### src/rtl/ml5_pkg.sv
`timescale 1ns/1ps
package ml5_pkg;

   typedef enum logic [2:0] {
      LV_P0, LV_P1, LV_P2, LV_N0, LV_N1, LV_N2
   } lvl_e;

   // high-side demands of the three complementary pairs
   typedef struct packed {
      logic pol;    // S3
      logic arm_a;  // S5
      logic arm_b;  // S7
   } leg_dem_t;

   function automatic leg_dem_t lvl_pattern(lvl_e s);
      leg_dem_t d;
      case (s)
         LV_P0:   d = '{pol: 1'b1, arm_a: 1'b0, arm_b: 1'b1};
         LV_P1:   d = '{pol: 1'b1, arm_a: 1'b1, arm_b: 1'b0};
         LV_P2:   d = '{pol: 1'b1, arm_a: 1'b0, arm_b: 1'b0};
         LV_N0:   d = '{pol: 1'b0, arm_a: 1'b1, arm_b: 1'b0};
         LV_N1:   d = '{pol: 1'b0, arm_a: 1'b0, arm_b: 1'b1};
         LV_N2:   d = '{pol: 1'b0, arm_a: 1'b1, arm_b: 1'b1};
         default: d = '{pol: 1'b1, arm_a: 1'b0, arm_b: 1'b1};
      endcase
      return d;
   endfunction

endpackage

### src/rtl/ml5_carrier.sv
`timescale 1ns/1ps
module ml5_carrier #(
   parameter int HALF_CNT = 853,
   parameter int CNT_W    = 10
) (
   input  logic             clk,
   input  logic             rst,
   output logic [CNT_W-1:0] cnt,
   output logic             apex
);
   localparam logic [CNT_W-1:0] TOP    = CNT_W'(HALF_CNT);
   localparam logic [CNT_W-1:0] TOP_M1 = CNT_W'(HALF_CNT - 1);

   logic up;

   assign apex = (cnt == TOP);

   always_ff @(posedge clk) begin
      if (rst) begin
         cnt <= '0;
         up  <= 1'b1;
      end else if (up) begin
         if (cnt == TOP) begin
            up  <= 1'b0;
            cnt <= cnt - 1'b1;
         end else begin
            cnt <= cnt + 1'b1;
         end
      end else begin
         if (cnt == '0) begin
            up  <= 1'b1;
            cnt <= cnt + 1'b1;
         end else begin
            cnt <= cnt - 1'b1;
         end
      end
   end

   AST_CARRIER_RANGE: assert property (@(posedge clk) disable iff (rst) cnt <= TOP);
   AST_APEX_TURNS:    assert property (@(posedge clk) disable iff (rst) apex |=> (cnt == TOP_M1));

endmodule

### src/rtl/ml5_band_select.sv
`timescale 1ns/1ps
module ml5_band_select
   import ml5_pkg::*;
#(
   parameter int CW       = 16,
   parameter int CNT_W    = 10,
   parameter int HALF_CNT = 853
) (
   input  logic [CW-1:0]    ctl,
   input  logic [CNT_W-1:0] cnt,
   output lvl_e             lvl,
   output leg_dem_t         dem
);
   localparam int MW = ((CW > CNT_W) ? CW : CNT_W) + 2;

   logic          neg;
   logic [CW-1:0] mag_raw;
   logic [MW-1:0] mag, lo_car, hi_car;

   assign neg     = ctl[CW-1];
   assign mag_raw = neg ? (~ctl + 1'b1) : ctl;
   assign mag     = MW'(mag_raw);
   assign lo_car  = MW'(cnt);
   assign hi_car  = MW'(cnt) + MW'(HALF_CNT);

   always_comb begin
      if (mag > hi_car)      lvl = neg ? LV_N2 : LV_P2;
      else if (mag > lo_car) lvl = neg ? LV_N1 : LV_P1;
      else                   lvl = neg ? LV_N0 : LV_P0;
      dem = lvl_pattern(lvl);
   end

endmodule

### src/rtl/ml5_deadband.sv
`timescale 1ns/1ps
module ml5_deadband #(
   parameter int DT_W = 6
) (
   input  logic            clk,
   input  logic            rst,
   input  logic            en,
   input  logic            want_hi,
   input  logic [DT_W-1:0] dead,
   output logic            hi,
   output logic            lo
);
   logic [DT_W-1:0] tmr;  // clocks both gates have been low

   always_ff @(posedge clk) begin
      if (rst) begin
         hi  <= 1'b0;
         lo  <= 1'b0;
         tmr <= '0;
      end else if (!en) begin
         hi <= 1'b0;
         lo <= 1'b0;
         if (tmr != '1) tmr <= tmr + 1'b1;
      end else if (want_hi ? hi : lo) begin
         hi <= hi;
         lo <= lo;
      end else if (hi || lo) begin
         hi  <= 1'b0;
         lo  <= 1'b0;
         tmr <= DT_W'(1);
      end else if (tmr >= dead) begin
         hi <= want_hi;
         lo <= !want_hi;
      end else begin
         tmr <= tmr + 1'b1;
      end
   end

   AST_NO_SHOOT:     assert property (@(posedge clk) disable iff (rst) !(hi && lo));
   AST_HI_RISE_GAP:  assert property (@(posedge clk) disable iff (rst) $rose(hi) |-> !$past(lo));
   AST_LO_RISE_GAP:  assert property (@(posedge clk) disable iff (rst) $rose(lo) |-> !$past(hi));

endmodule

### src/rtl/ml5_lspwm.sv
`timescale 1ns/1ps
module ml5_lspwm
   import ml5_pkg::*;
#(
   parameter int CW       = 16,
   parameter int HALF_CNT = 853,
   parameter int DT_W     = 6
) (
   input  logic            clk,
   input  logic            rst,
   input  logic [CW-1:0]   ctrl_word,
   input  logic [DT_W-1:0] dead_cyc,
   output logic            pol_pos_g,
   output logic            pol_neg_g,
   output logic            sw_a_hi_g,
   output logic            sw_a_lo_g,
   output logic            sw_b_hi_g,
   output logic            sw_b_lo_g
);
   localparam int CNT_W = $clog2(HALF_CNT + 1);
   localparam int NPAIR = 3;

   if (CW < 4) begin : g_bad_cw
      $error("ml5_lspwm: CW must be at least 4");
   end
   if (HALF_CNT < 2) begin : g_bad_half
      $error("ml5_lspwm: HALF_CNT must be at least 2");
   end
   if (2 * HALF_CNT >= (2 ** (CW - 1))) begin : g_bad_range
      $error("ml5_lspwm: outer band not reachable with CW");
   end
   if (DT_W < 1) begin : g_bad_dt
      $error("ml5_lspwm: DT_W must be at least 1");
   end

   logic [CNT_W-1:0] cnt;
   logic             apex;
   logic [CW-1:0]    ctl_q;
   logic             armed;
   lvl_e             lvl;
   leg_dem_t         dem;
   logic [NPAIR-1:0] want, hi_v, lo_v;

   ml5_carrier #(.HALF_CNT(HALF_CNT), .CNT_W(CNT_W)) u_car (
      .clk(clk), .rst(rst), .cnt(cnt), .apex(apex)
   );

   always_ff @(posedge clk) begin
      if (rst) begin
         ctl_q <= '0;
         armed <= 1'b0;
      end else if (apex) begin
         ctl_q <= ctrl_word;
         armed <= 1'b1;
      end
   end

   ml5_band_select #(.CW(CW), .CNT_W(CNT_W), .HALF_CNT(HALF_CNT)) u_sel (
      .ctl(ctl_q), .cnt(cnt), .lvl(lvl), .dem(dem)
   );

   assign want = {dem.pol, dem.arm_a, dem.arm_b};

   for (genvar i = 0; i < NPAIR; i++) begin : g_pair
      ml5_deadband #(.DT_W(DT_W)) u_db (
         .clk(clk), .rst(rst), .en(armed), .want_hi(want[i]),
         .dead(dead_cyc), .hi(hi_v[i]), .lo(lo_v[i])
      );
   end

   assign pol_pos_g = hi_v[2];
   assign pol_neg_g = lo_v[2];
   assign sw_a_hi_g = hi_v[1];
   assign sw_a_lo_g = lo_v[1];
   assign sw_b_hi_g = hi_v[0];
   assign sw_b_lo_g = lo_v[0];

   AST_QUIET_BEFORE_APEX: assert property (@(posedge clk) disable iff (rst) !armed |-> ((hi_v | lo_v) == '0));
   AST_CTL_HELD:          assert property (@(posedge clk) disable iff (rst) !apex |=> $stable(ctl_q));
   AST_POL_LINE_RATE:     assert property (@(posedge clk) disable iff (rst) !$past(apex) |-> $stable(dem.pol));
   AST_ZERO_IS_P0:        assert property (@(posedge clk) disable iff (rst) (ctl_q == '0) |-> (lvl == LV_P0));

endmodule

### config.mk
export PLATFORM = sky130hd
export DESIGN_NAME = ml5_lspwm
export DESIGN_NICKNAME = d
export VERILOG_FILES = /design/src/rtl/ml5_pkg.sv /design/src/rtl/ml5_carrier.sv /design/src/rtl/ml5_band_select.sv /design/src/rtl/ml5_deadband.sv /design/src/rtl/ml5_lspwm.sv
export SDC_FILE = /design/constraint.sdc
export NUM_CORES = 1
export LEC_CHECK = 0
export BUFFER_PORTS_ARGS = -buffer_cell sky130_fd_sc_hd__clkbuf_2
export CAP_MARGIN = 0
export CORE_MARGIN = 5
export CORE_UTILIZATION = 40
export CTS_BUF_LIST = sky130_fd_sc_hd__clkbuf_8
export CTS_CLUSTER_SIZE = 10
export DETAILED_ROUTE_END_ITERATION = 12
export HOLD_SLACK_MARGIN = 0.03
export SYNTH_ARGS = -nofsm -noshare
export SYNTH_HDL_FRONTEND = slang
export SYNTH_SLANG_ARGS = --single-unit
export TNS_END_PERCENT = 20
### constraint.sdc
create_clock -name clk -period 6.5 [get_ports clk]
set_input_delay 0.325 -clock clk [delete_from_list [all_inputs] [get_ports clk]]
set_output_delay 0.325 -clock clk [all_outputs]
set_load 0.05 [all_outputs]
==> results of run 1 <==
==> power by group <==
part | total [W] | internal [W] | leakage [nW] | switching [W]
Sequential | 0.000334 | 0.000325 | 0.421 | 0.00000948
Clock | 0.000183 | 0.0000733 | 0.0400 | 0.000110
Combinational | 0.0000852 | 0.0000402 | 1.41 | 0.0000449
==> per-stage QoR <==
stage	instance area (um^2)	worst slack [ns]	util, %
3_5_place_dp	4350	2.00	44.1
3_3_place_gp	4350	2.14	44.1
6_report	4430	1.96	44.9
4_1_cts	4430	1.97	44.9
2_1_floorplan	4080	1.90	-
5_1_grt	4430	1.63	44.9
==> cell usage after synthesis (12+ instances only) <==
library cell	n
dfxtp_1	52
clkbuf_1	12
nor3_1	15
nor2_1	71
o21ai_0	27
mux2i_1	20
xnor2_1	30
inv_1	28
nand2_1	23
ha_1	48
a21oi_1	26
nand3_1	15
==> logic make-up after synthesis <==
group,after synthesis,share of synthesized area (%)
AND/OR/NAND/NOR,187,23.3
AO/OA/AOI/OAI,109,19.4
flip-flops,52,25.5
adder cells (fa/ha/maj),48,14.7
buffers and inverters,46,4.29
XOR/XNOR,34,7.30
multiplexers,22,5.52
==> registers in the layout, indices dropped and copies added (netlist names) <==
signal / count
armed: 1
ctl_q: 16
g_pair.u_db.hi: 3
g_pair.u_db.lo: 3
g_pair.u_db.tmr: 18
u_car.cnt: 10
u_car.up: 1
==> final cells by class <==
type / instances / area (um^2) / share of cell area, %
clock inverters: 2 / 12.5 / 0.282
clock buffers: 5 / 68.8 / 1.55
flip-flops and latches: 52 / 1040 / 23.5
well taps: 133 / 166 / 3.75
inverters: 30 / 113 / 2.54
repair buffers: 31 / 160 / 3.61
multi-input cells: 400 / 2870 / 64.8
==> metal layers <==
metal	up-vias	share of wire, %	global-route usage, %
met3	6	2.8	2.51
li1	1834	-	-
met4	0	0.47	2.11
met5	-	0	0
met2	41	50	26.9
met1	1653	47	18.7
==> how the worst max path moves through the flow <==
stage | slack, ns | startpoint | end
floorplan | 1.90 | ctl_q[15]$_SDFFE_PP0P_ | g_pair[1].u_db.tmr[5]$_SDFFE_PP0P_
global placement | 2.14 | ctl_q[0]$_SDFFE_PP0P_ | g_pair[1].u_db.tmr[4]$_SDFFE_PP0P_
detailed placement | 2.00 | ctl_q[0]$_SDFFE_PP0P_ | g_pair[0].u_db.tmr[0]$_SDFFE_PP0P_
CTS | 1.97 | ctl_q[0]$_SDFFE_PP0P_ | g_pair[0].u_db.tmr[0]$_SDFFE_PP0P_
global route | 1.63 | ctl_q[0]$_SDFFE_PP0P_ | g_pair[0].u_db.tmr[0]$_SDFFE_PP0P_
finish | 1.96 | ctl_q[0]$_SDFFE_PP0P_ | g_pair[0].u_db.tmr[0]$_SDFFE_PP0P_
==> critical path, cell delays in order (launching register included) <==
cell     delay [ns]
dfxtp_1        0.37
inv_1          0.09
ha_1           0.29
nand2_1        0.06
o21ai_0        0.13
ha_1           0.32
nor2b_1        0.13
o21a_1         0.16
o21a_1         0.16
o21a_1         0.17
o21a_1         0.16
o21ai_0        0.15
a21oi_1        0.10
nor3_1         0.20
o211a_1        0.20
ha_1           0.25
or3_1          0.39
nor3b_2        0.19
mux2i_1        0.45
nand2_1        0.17
and3_1         0.20
nor3_1         0.14
==> flow_metrics.env, run 1 <==
export IMPL_outcome="finished clean"
export IMPL_yosys_area_top_type="dfxtp_1"
export IMPL_power_w=0.000602
export IMPL_clock_sinks=52
export IMPL_rrSetupSlack_ns=1.96
export IMPL_die_h_um=111
export IMPL_holdWs_ns=0.249
export IMPL_fill_cells=1008
export IMPL_drt_wl_total_um=8910
export IMPL_worstSkewPairLatency_ns=0.30
export IMPL_holdPathStages=3
export IMPL_synth_top_cell_area_share_pct=25.5
export IMPL_cts_tree="yes"
export IMPL_cts_htree_levels=2
export IMPL_final_cell_mix="71 x nor2_1, 52 x dfxtp_1, 48 x ha_1"
export IMPL_fmax_ghz=0.220
export IMPL_hold_class="input port to flop"
export IMPL_crit_fanout=6
export IMPL_ir_drop_uv=76.0
export IMPL_gp_congestion=0.824
export IMPL_gr_total_overflow=0
export IMPL_ys_ff_latch=52
export IMPL_firstDrtPassIters=4
export IMPL_reg2reg_depth=21
export IMPL_setup_viol=0
export IMPL_cts_root_buffer="clkbuf_8"
export IMPL_final_antenna_net_count=0
export IMPL_synthArstFlopShare_pct=0
export IMPL_synth_fp_nets=570
export IMPL_clockBufferDepth=2
export IMPL_port_buffers=29
export IMPL_wl_per_cell_um=13.7
export IMPL_tightest_slew_ns=0.823
export IMPL_antenna_found_initial=0
export IMPL_seq_area_frac_synth_pct=25.5
export IMPL_required_ns=6.73
export IMPL_die_area_um2=12300
export IMPL_ys_warn_count=0
export IMPL_finalNonFillerCells=653
export IMPL_min_to="ctl_q[11]$_SDFFE_PP0P_"
export IMPL_core_um2=9860
export IMPL_cts_resized=0
export IMPL_dpl_hpwl_um=7110
export IMPL_critPathKind="flop to flop"
export IMPL_first_global_vias=3463
export IMPL_grt_max_degree=40
export IMPL_post_route_period_util_pct=69.9
export IMPL_netlist_area_um2=4080
export IMPL_syn_inst=498
export IMPL_ctsHoldBuffers=0
export IMPL_p_per_area_nw_per_um2=136
export IMPL_p_leak_nw=1.88
export IMPL_drc=0
export IMPL_synth_area_leaders="dfxtp_1 26%, ha_1 15%, nor2_1 6.5%, xnor2_1 6.4%, mux2i_1 4.9%"
export IMPL_hold_path_startpoint="ctrl_word[11]"
export IMPL_maxCapViolations=0
export IMPL_synth_avg_cell_area_um2=8.20
export IMPL_grt_use_total_pct=14.8
export IMPL_drtIter0Drc=153
export IMPL_grt_first_pass_wirelength_um=15700
export IMPL_synth_edf_count=0
export IMPL_num_io_pins=30
export IMPL_final_hold_violation_count=0
export IMPL_post_cts_setup_buffers=0
export IMPL_num_antenna_cells=0
export IMPL_r2r_end="g_pair[0].u_db.tmr[0]$_SDFFE_PP0P_"
export IMPL_r2r_start="ctl_q[0]$_SDFFE_PP0P_"
export IMPL_rows=36
export IMPL_num_vias=3534
export IMPL_relSlewSlack_pct=45.2
export IMPL_fp_dieW_um=111
export IMPL_layout_nets=592
export IMPL_worstSetupEndpointType="flop"
export IMPL_clkTransAtPathRegs_ns=0.10
export IMPL_fin_tns_setup_ns=0
export IMPL_area_growth_pct=8.61
export IMPL_ys_types=61
export IMPL_arrival_ns=4.77
export IMPL_cts_buffers=5
export IMPL_final_layout_size_suffix_gt1_share_pct=12.1
export IMPL_layout_commonest_cell="nor2_1"
export IMPL_rsz0062_at_grt="no"
export IMPL_start_kind="flop"
export IMPL_dp_cells=646
export IMPL_ys_flop_type="dfxtp_1"
export IMPL_clock_skew_ns=0.00419
export IMPL_drt_vias_per_instance=5.41
export IMPL_initial_core_util_pct=41.4
export IMPL_report_final_slew_viol_count=0
export IMPL_min_period_ns=4.54
No activity file was read; power rests on OpenSTA's default activity.
==> inputs of run 2 (changes only) <==
ABC_AREA = 1   (was unset)
clock period = 3.9 ns   (was 6.5 ns; I/O delays follow)
==> flow_metrics.env, run 2 <==
export IMPL_num_io_pins=30
export IMPL_ir_drop_uv=194
export IMPL_synth_avg_cell_area_um2=6.99
export IMPL_ys_types=43
export IMPL_maxCapViolations=0
export IMPL_drt_wl_total_um=9750
export IMPL_tightest_slew_ns=0.659
export IMPL_grt_max_degree=35
export IMPL_worstSetupEndpointType="flop"
export IMPL_antenna_found_initial=0
export IMPL_hold_class="input port to flop"
export IMPL_synth_edf_count=0
export IMPL_gp_congestion=0.837
export IMPL_finalNonFillerCells=765
export IMPL_synth_fp_nets=674
export IMPL_final_layout_size_suffix_gt1_share_pct=12.2
export IMPL_outcome="finished clean"
export IMPL_synthArstFlopShare_pct=0
export IMPL_drc=0
export IMPL_netlist_area_um2=4210
export IMPL_p_leak_nw=2.22
export IMPL_register_area_um2=1040
export IMPL_crit_slowest_cell="dfxtp_1"
export IMPL_critPathKind="flop to flop"
export IMPL_yosys_area_top_type="dfxtp_1"
export IMPL_ys_warn_count=0
export IMPL_wl_per_cell_um=12.7
export IMPL_drtIter0Drc=197
export IMPL_num_antenna_cells=0
export IMPL_start_kind="flop"
export IMPL_gr_total_overflow=0
export IMPL_fill_cells=1099
export IMPL_cts_htree_levels=2
export IMPL_dpl_hpwl_um=7790
export IMPL_cts_root_buffer="clkbuf_8"
export IMPL_synth_common_cells="108 x nand2_1, 75 x inv_1, 64 x nor2_1"
export IMPL_ys_flop_type="dfxtp_1"
export IMPL_layout_nets=701
export IMPL_path_cells="inv_1 -> ha_1 -> nand3_1 -> nand2_1 -> xor2_1 -> ha_1 -> nand4_1 -> o221ai_2 -> nand3_1 -> a21oi_1 -> nor2_1 -> ha_1 -> nor3_1 -> nor2_1 -> nand2_2 -> nand4_1 -> nand3_4 -> nand3_4 -> o21ai_1 -> nor2_1"
export IMPL_final_antenna_net_count=0
export IMPL_final_cell_mix="108 x nand2_1, 76 x inv_1, 64 x nor2_1"
export IMPL_relSlewSlack_pct=56.0
export IMPL_synth_most_common_cell="nand2_1"
export IMPL_fp_dieW_um=113
export IMPL_layout_setup_ws_ns=0.378
export IMPL_required_ns=4.11
export IMPL_min_period_ns=3.52
export IMPL_cpPeakStageDelay_ns=0.39
export IMPL_arrival_ns=3.73
export IMPL_firstDrtPassIters=4
export IMPL_synth_area_leaders="dfxtp_1 25%, ha_1 14%, nand2_1 9.6%, inv_1 6.7%, nor2_1 5.7%"
export IMPL_synth_top_cell_area_share_pct=24.7
export IMPL_initial_core_util_pct=40.9
export IMPL_first_global_vias=3736
export IMPL_crit_fanout=7
export IMPL_clock_sinks=52
export IMPL_grt_use_total_pct=15.8
export IMPL_largest_reg_flops=18
export IMPL_die_area_um2=12700
export IMPL_setup_viol=0
export IMPL_clockBufferDepth=2
export IMPL_report_final_slew_viol_count=0
export IMPL_place_ws_ns=0.349
export IMPL_largest_register="g_pair.u_db.tmr"
export IMPL_reg2reg_depth=20
export IMPL_post_route_period_util_pct=90.3
export IMPL_grt_first_pass_wirelength_um=16900
export IMPL_multiInputGateArea_um2=2790
export IMPL_area_growth_pct=8.86
export IMPL_cts_buffers=5
export IMPL_rows=37
export IMPL_fmax_ghz=0.284
export IMPL_final_hold_violation_count=0
export IMPL_worstSkewPairLatency_ns=0.31
export IMPL_cts_tree="yes"
export IMPL_layout_commonest_cell="nand2_1"
export IMPL_finish_utilization_pct=44.6
export IMPL_p_per_area_nw_per_um2=223
export IMPL_largestRegisters="g_pair.u_db.tmr: 18 flops, ctl_q: 16 flops, u_car.cnt: 10 flops"
export IMPL_core_um2=10300
export IMPL_clock_skew_ns=0.00756
export IMPL_seq_area_frac_synth_pct=24.7
export IMPL_die_h_um=113
export IMPL_rsz0062_at_grt="no"
export IMPL_port_buffers=29
export IMPL_clkTransAtPathRegs_ns=0.10
export IMPL_ys_ff_latch=52
export IMPL_syn_inst=602
export IMPL_dp_cells=757
export IMPL_fin_tns_setup_ns=0
export IMPL_num_vias=3947
export IMPL_drt_vias_per_instance=5.16
export IMPL_holdPathStages=3
[run 2: cell count changes after synthesis, sizes merged, moves of 8 or more]
cell,previous run,this run
nand2b,9,0
and3,8,0
or3,11,0
a21oi,26,42
a211oi,6,18
mux2i,21,0
nand3,15,38
xnor2,30,5
inv,28,82
nand4,5,23
xor2,4,22
nand2,24,116
[run 2: per-stage QoR]
stage / area (um^2) / hold slack, ns / total power [W]
after global placement: 4480 / 0.459 / 0.000718
after detailed placement: 4480 / 0.467 / 0.000723
after floorplan: 4210 / 0.371 / 0.000679
after CTS: 4550 / 0.119 / 0.00103
final: 4580 / 0.129 / 0.00102
after global routing: 4580 / 0.120 / 0.00109
[run 2: final timing paths]
kind	to	slack [ns]	startpoint
setup reg to reg	g_pair[0].u_db.tmr[2]$_SDFFE_PP0P_	0.38	ctl_q[1]$_SDFFE_PP0P_
hold / removal	ctl_q[0]$_SDFFE_PP0P_	0.13	ctrl_word[0]
hold reg to reg	u_car.cnt[0]$_SDFF_PP0_	0.51	u_car.cnt[0]$_SDFF_PP0_
setup / recovery	g_pair[0].u_db.tmr[2]$_SDFFE_PP0P_	0.38	ctl_q[1]$_SDFFE_PP0P_
[run 2: repair_timing]
item                                    in CTS  in global routing
endpoints found under the setup margin       0                  2
hold buffers                                 0                  0
setup buffers                                0                  1
resized for setup                            0                  4
[run 2: power breakdown]
part           switching, W  internal, W  leakage (nW)
Combinational     0.0000954    0.0000680          1.75
Sequential        0.0000115     0.000541         0.422
Clock              0.000185     0.000120        0.0452
[run 2: cells by family after synthesis]
logic type	count (synthesis)	share of synthesized area, %
compound gates	111	15.7
buf+inv	98	9.34
xor+xnor	27	5.62
simple gates	266	30.4
flops	52	24.7
fa+ha+maj	48	14.3
[run 2: area by class of cell]
| type | instances | area share, % |
|---|---|---|
| Multi-Input combinational cell | 452 | 60.9 |
| Sequential cell | 52 | 22.8 |
| Inverter | 85 | 7.07 |
| Timing Repair Buffer | 33 | 3.82 |
| Tap cell | 136 | 3.71 |
| Clock buffer | 5 | 1.50 |
| Clock inverter | 2 | 0.191 |
[run 2: routing by layer]
layer  routed length (um)  GRT usage [%]  vias to the layer above
met5                    0              0                        -
met4                   87           3.53                        0
met3                  320           3.07                       10
met2                 4510           26.4                       52
met1                 4840           21.2                     1799
li1                     -              -                     2086
[run 2: critical path, delay by kind of cell, from the launching register on]
family          cells  cell delay [ns]
buf+inv             1             0.09
fa+ha+maj           3             0.83
compound gates      3             0.50
xor+xnor            1             0.19
simple gates       12             1.43
flops               1             0.39
==> inputs of run 3 (changes only) <==
clock period = 3 ns   (was 3.9 ns; I/O delays follow)
==> flow_metrics.env, run 3 (synthesis results as in run 2) <==
export IMPL_wl_per_cell_um=12.6
export IMPL_num_antenna_cells=0
export IMPL_drtIter0Drc=131
export IMPL_cts_tree="yes"
export IMPL_clock_skew_ns=0.00736
export IMPL_switching_share_pct=27.2
export IMPL_cts_htree_levels=2
export IMPL_grt_use_total_pct=16.6
export IMPL_rsz0062_at_grt="yes"
export IMPL_gp_congestion=0.859
export IMPL_p_leak_nw=2.56
export IMPL_drt_vias_per_instance=5.03
export IMPL_dp_cells=812
export IMPL_largest_register="g_pair.u_db.tmr"
export IMPL_cts_buffers=5
export IMPL_power_w=0.00145
export IMPL_min_to="ctl_q[1]$_SDFFE_PP0P_"
export IMPL_clockBufferDepth=2
export IMPL_clock_sinks=52
export IMPL_num_vias=4162
export IMPL_min_period_ns=3.32
export IMPL_largest_reg_flops=18
export IMPL_holdWs_ns=0.0851
export IMPL_hold_path_startpoint="ctrl_word[1]"
export IMPL_grt_first_pass_wirelength_um=17900
export IMPL_ir_drop_uv=157
export IMPL_worstSkewPairLatency_ns=0.31
export IMPL_die_h_um=113
export IMPL_antenna_found_initial=0
export IMPL_first_global_vias=4080
export IMPL_switching_power_w=0.000396
export IMPL_hold_class="input port to flop"
export IMPL_final_hold_violation_count=0
export IMPL_dpl_hpwl_um=8240
export IMPL_die_area_um2=12700
export IMPL_report_final_slew_viol_count=0
export IMPL_post_route_period_util_pct=111
export IMPL_fmax_ghz=0.301
export IMPL_initial_core_util_pct=40.9
export IMPL_layout_commonest_cell="nand2_1"
export IMPL_drc=0
export IMPL_required_ns=3.24
export IMPL_drt_wl_total_um=10400
export IMPL_p_int_w=0.00106
export IMPL_clkTransAtPathRegs_ns=0.10
export IMPL_final_cell_mix="106 x nand2_1, 74 x inv_1, 65 x buf_4"
export IMPL_gr_total_overflow=0
export IMPL_maxCapViolations=0
export IMPL_power_frac_comb_pct=16.6
export IMPL_outcome="complete, but fails checks"
export IMPL_largestRegisters="g_pair.u_db.tmr: 18 flops, ctl_q: 16 flops, u_car.cnt: 10 flops"
export IMPL_fp_dieW_um=113
export IMPL_setup_viol=14
export IMPL_firstDrtPassIters=4
export IMPL_worstSetupEndpointType="flop"
export IMPL_final_antenna_net_count=0
export IMPL_holdPathStages=3
export IMPL_layout_setup_ws_ns=-0.321
export IMPL_start_kind="flop"
export IMPL_grt_max_degree=34
export IMPL_r2r_end="g_pair[0].u_db.tmr[1]$_SDFFE_PP0P_"
export IMPL_critPathKind="flop to flop"
export IMPL_final_layout_size_suffix_gt1_share_pct=23.7
export IMPL_crit_fanout=7
export IMPL_fin_tns_setup_ns=-3.77
export IMPL_seqPwrFrac_pct=49.4
export IMPL_layout_nets=762
export IMPL_pwr_share_clk_pct=34.0
export IMPL_cts_root_buffer="clkbuf_8"
export IMPL_tightest_slew_ns=0.520
export IMPL_relSlewSlack_pct=64.9
export IMPL_r2r_start="ctl_q[0]$_SDFFE_PP0P_"
export IMPL_rrSetupSlack_ns=-0.32
export IMPL_arrival_ns=3.56
export IMPL_finalNonFillerCells=827
export IMPL_port_buffers=29
export IMPL_violations="setup timing"
export IMPL_rows=37
export IMPL_reg2reg_depth=23
export IMPL_core_um2=10300
export IMPL_p_per_area_nw_per_um2=280
export IMPL_num_io_pins=30
export IMPL_area_growth_pct=23.3
[run 3: cell count changes in the layout (fill, tap and decap cells not counted), sizes merged]
cell    before  now
bufinv       0    1
buf          4   65
[run 3: worst max-delay path, cell delays in order, from the launching register on]
cell and delay [ns]:
dfxtp_2 0.35, nor3_4 0.22, buf_4 0.15, buf_4 0.09, buf_4 0.11, nand3_4 0.07
nand2_2 0.08, xor2_1 0.06, ha_1 0.32, nand3_2 0.09, nor4_4 0.28, a21oi_2 0.06
nor2_2 0.11, inv_1 0.05, ha_2 0.18, nor3_2 0.17, nor2_1 0.07, nand2_2 0.12
nand3_2 0.12, nand2_2 0.11, nand3_4 0.11, nand3_4 0.13, nand2_1 0.07, a21oi_1 0.12
[run 3: worst max-delay path by stage]
stage          slack (ns)             startpoint                                  to  cells past startpoint
4_1_cts             -0.31  ctl_q[1]$_SDFFE_PP0P_  g_pair[0].u_db.tmr[2]$_SDFFE_PP0P_                     19
6_report            -0.32  ctl_q[0]$_SDFFE_PP0P_  g_pair[0].u_db.tmr[1]$_SDFFE_PP0P_                     23
5_1_grt             -0.55  ctl_q[0]$_SDFFE_PP0P_  g_pair[0].u_db.tmr[2]$_SDFFE_PP0P_                     21
3_5_place_dp        -0.35  ctl_q[0]$_SDFFE_PP0P_  g_pair[0].u_db.tmr[2]$_SDFFE_PP0P_                     20
3_3_place_gp        -0.24  ctl_q[0]$_SDFFE_PP0P_  g_pair[0].u_db.tmr[2]$_SDFFE_PP0P_                     22
2_1_floorplan       -0.02  ctl_q[0]$_SDFFE_PP0P_  g_pair[0].u_db.tmr[2]$_SDFFE_PP0P_                     22
[run 3: through the flow]
stage | area (um^2) | setup slack (ns) | util, %
after detailed placement | 4900 | -0.352 | 47.7
after global placement | 4900 | -0.243 | 47.7
after global routing | 5190 | -0.548 | 50.5
after floorplan | 4220 | -0.0215 | -
after CTS | 5110 | -0.305 | 49.7
final | 5190 | -0.321 | 50.5
[run 3: power by group through the flow]
stage	clock [W]	sequential (W)	combinational (W)
floorplan	0	0.000731	0.000152
global placement	0	0.000734	0.000217
detailed placement	0	0.000734	0.000223
CTS	0.000507	0.000718	0.000238
global route	0.000538	0.000721	0.000275
finish	0.000494	0.000719	0.000241
[run 3: per-layer routing]
metal | vias to the layer above | part of all wire (%) | GRT usage [%]
li1 | 2205 | - | -
met1 | 1881 | 47 | 21.6
met5 | - | 0 | 0
met2 | 64 | 48 | 28.7
met3 | 12 | 3.5 | 2.32
met4 | 0 | 1.7 | 4.57
[run 3: final cells by class]
type	instances	area (um^2)
Clock buffer	5	68.8
Clock inverter	3	38.8
Fill cell	1044	5090
Inverter	85	324
Multi-Input combinational cell	452	2910
Sequential cell	52	1050
Tap cell	136	170
Timing Repair Buffer	94	633
[run 3: timing repair]
action / CTS / global route
hold buffers: 0 / 0
setup endpoints to repair: 16 / 16
gates resized for setup: 17 / 13
buffers inserted: 4 / 3
pin swaps: 15 / 18
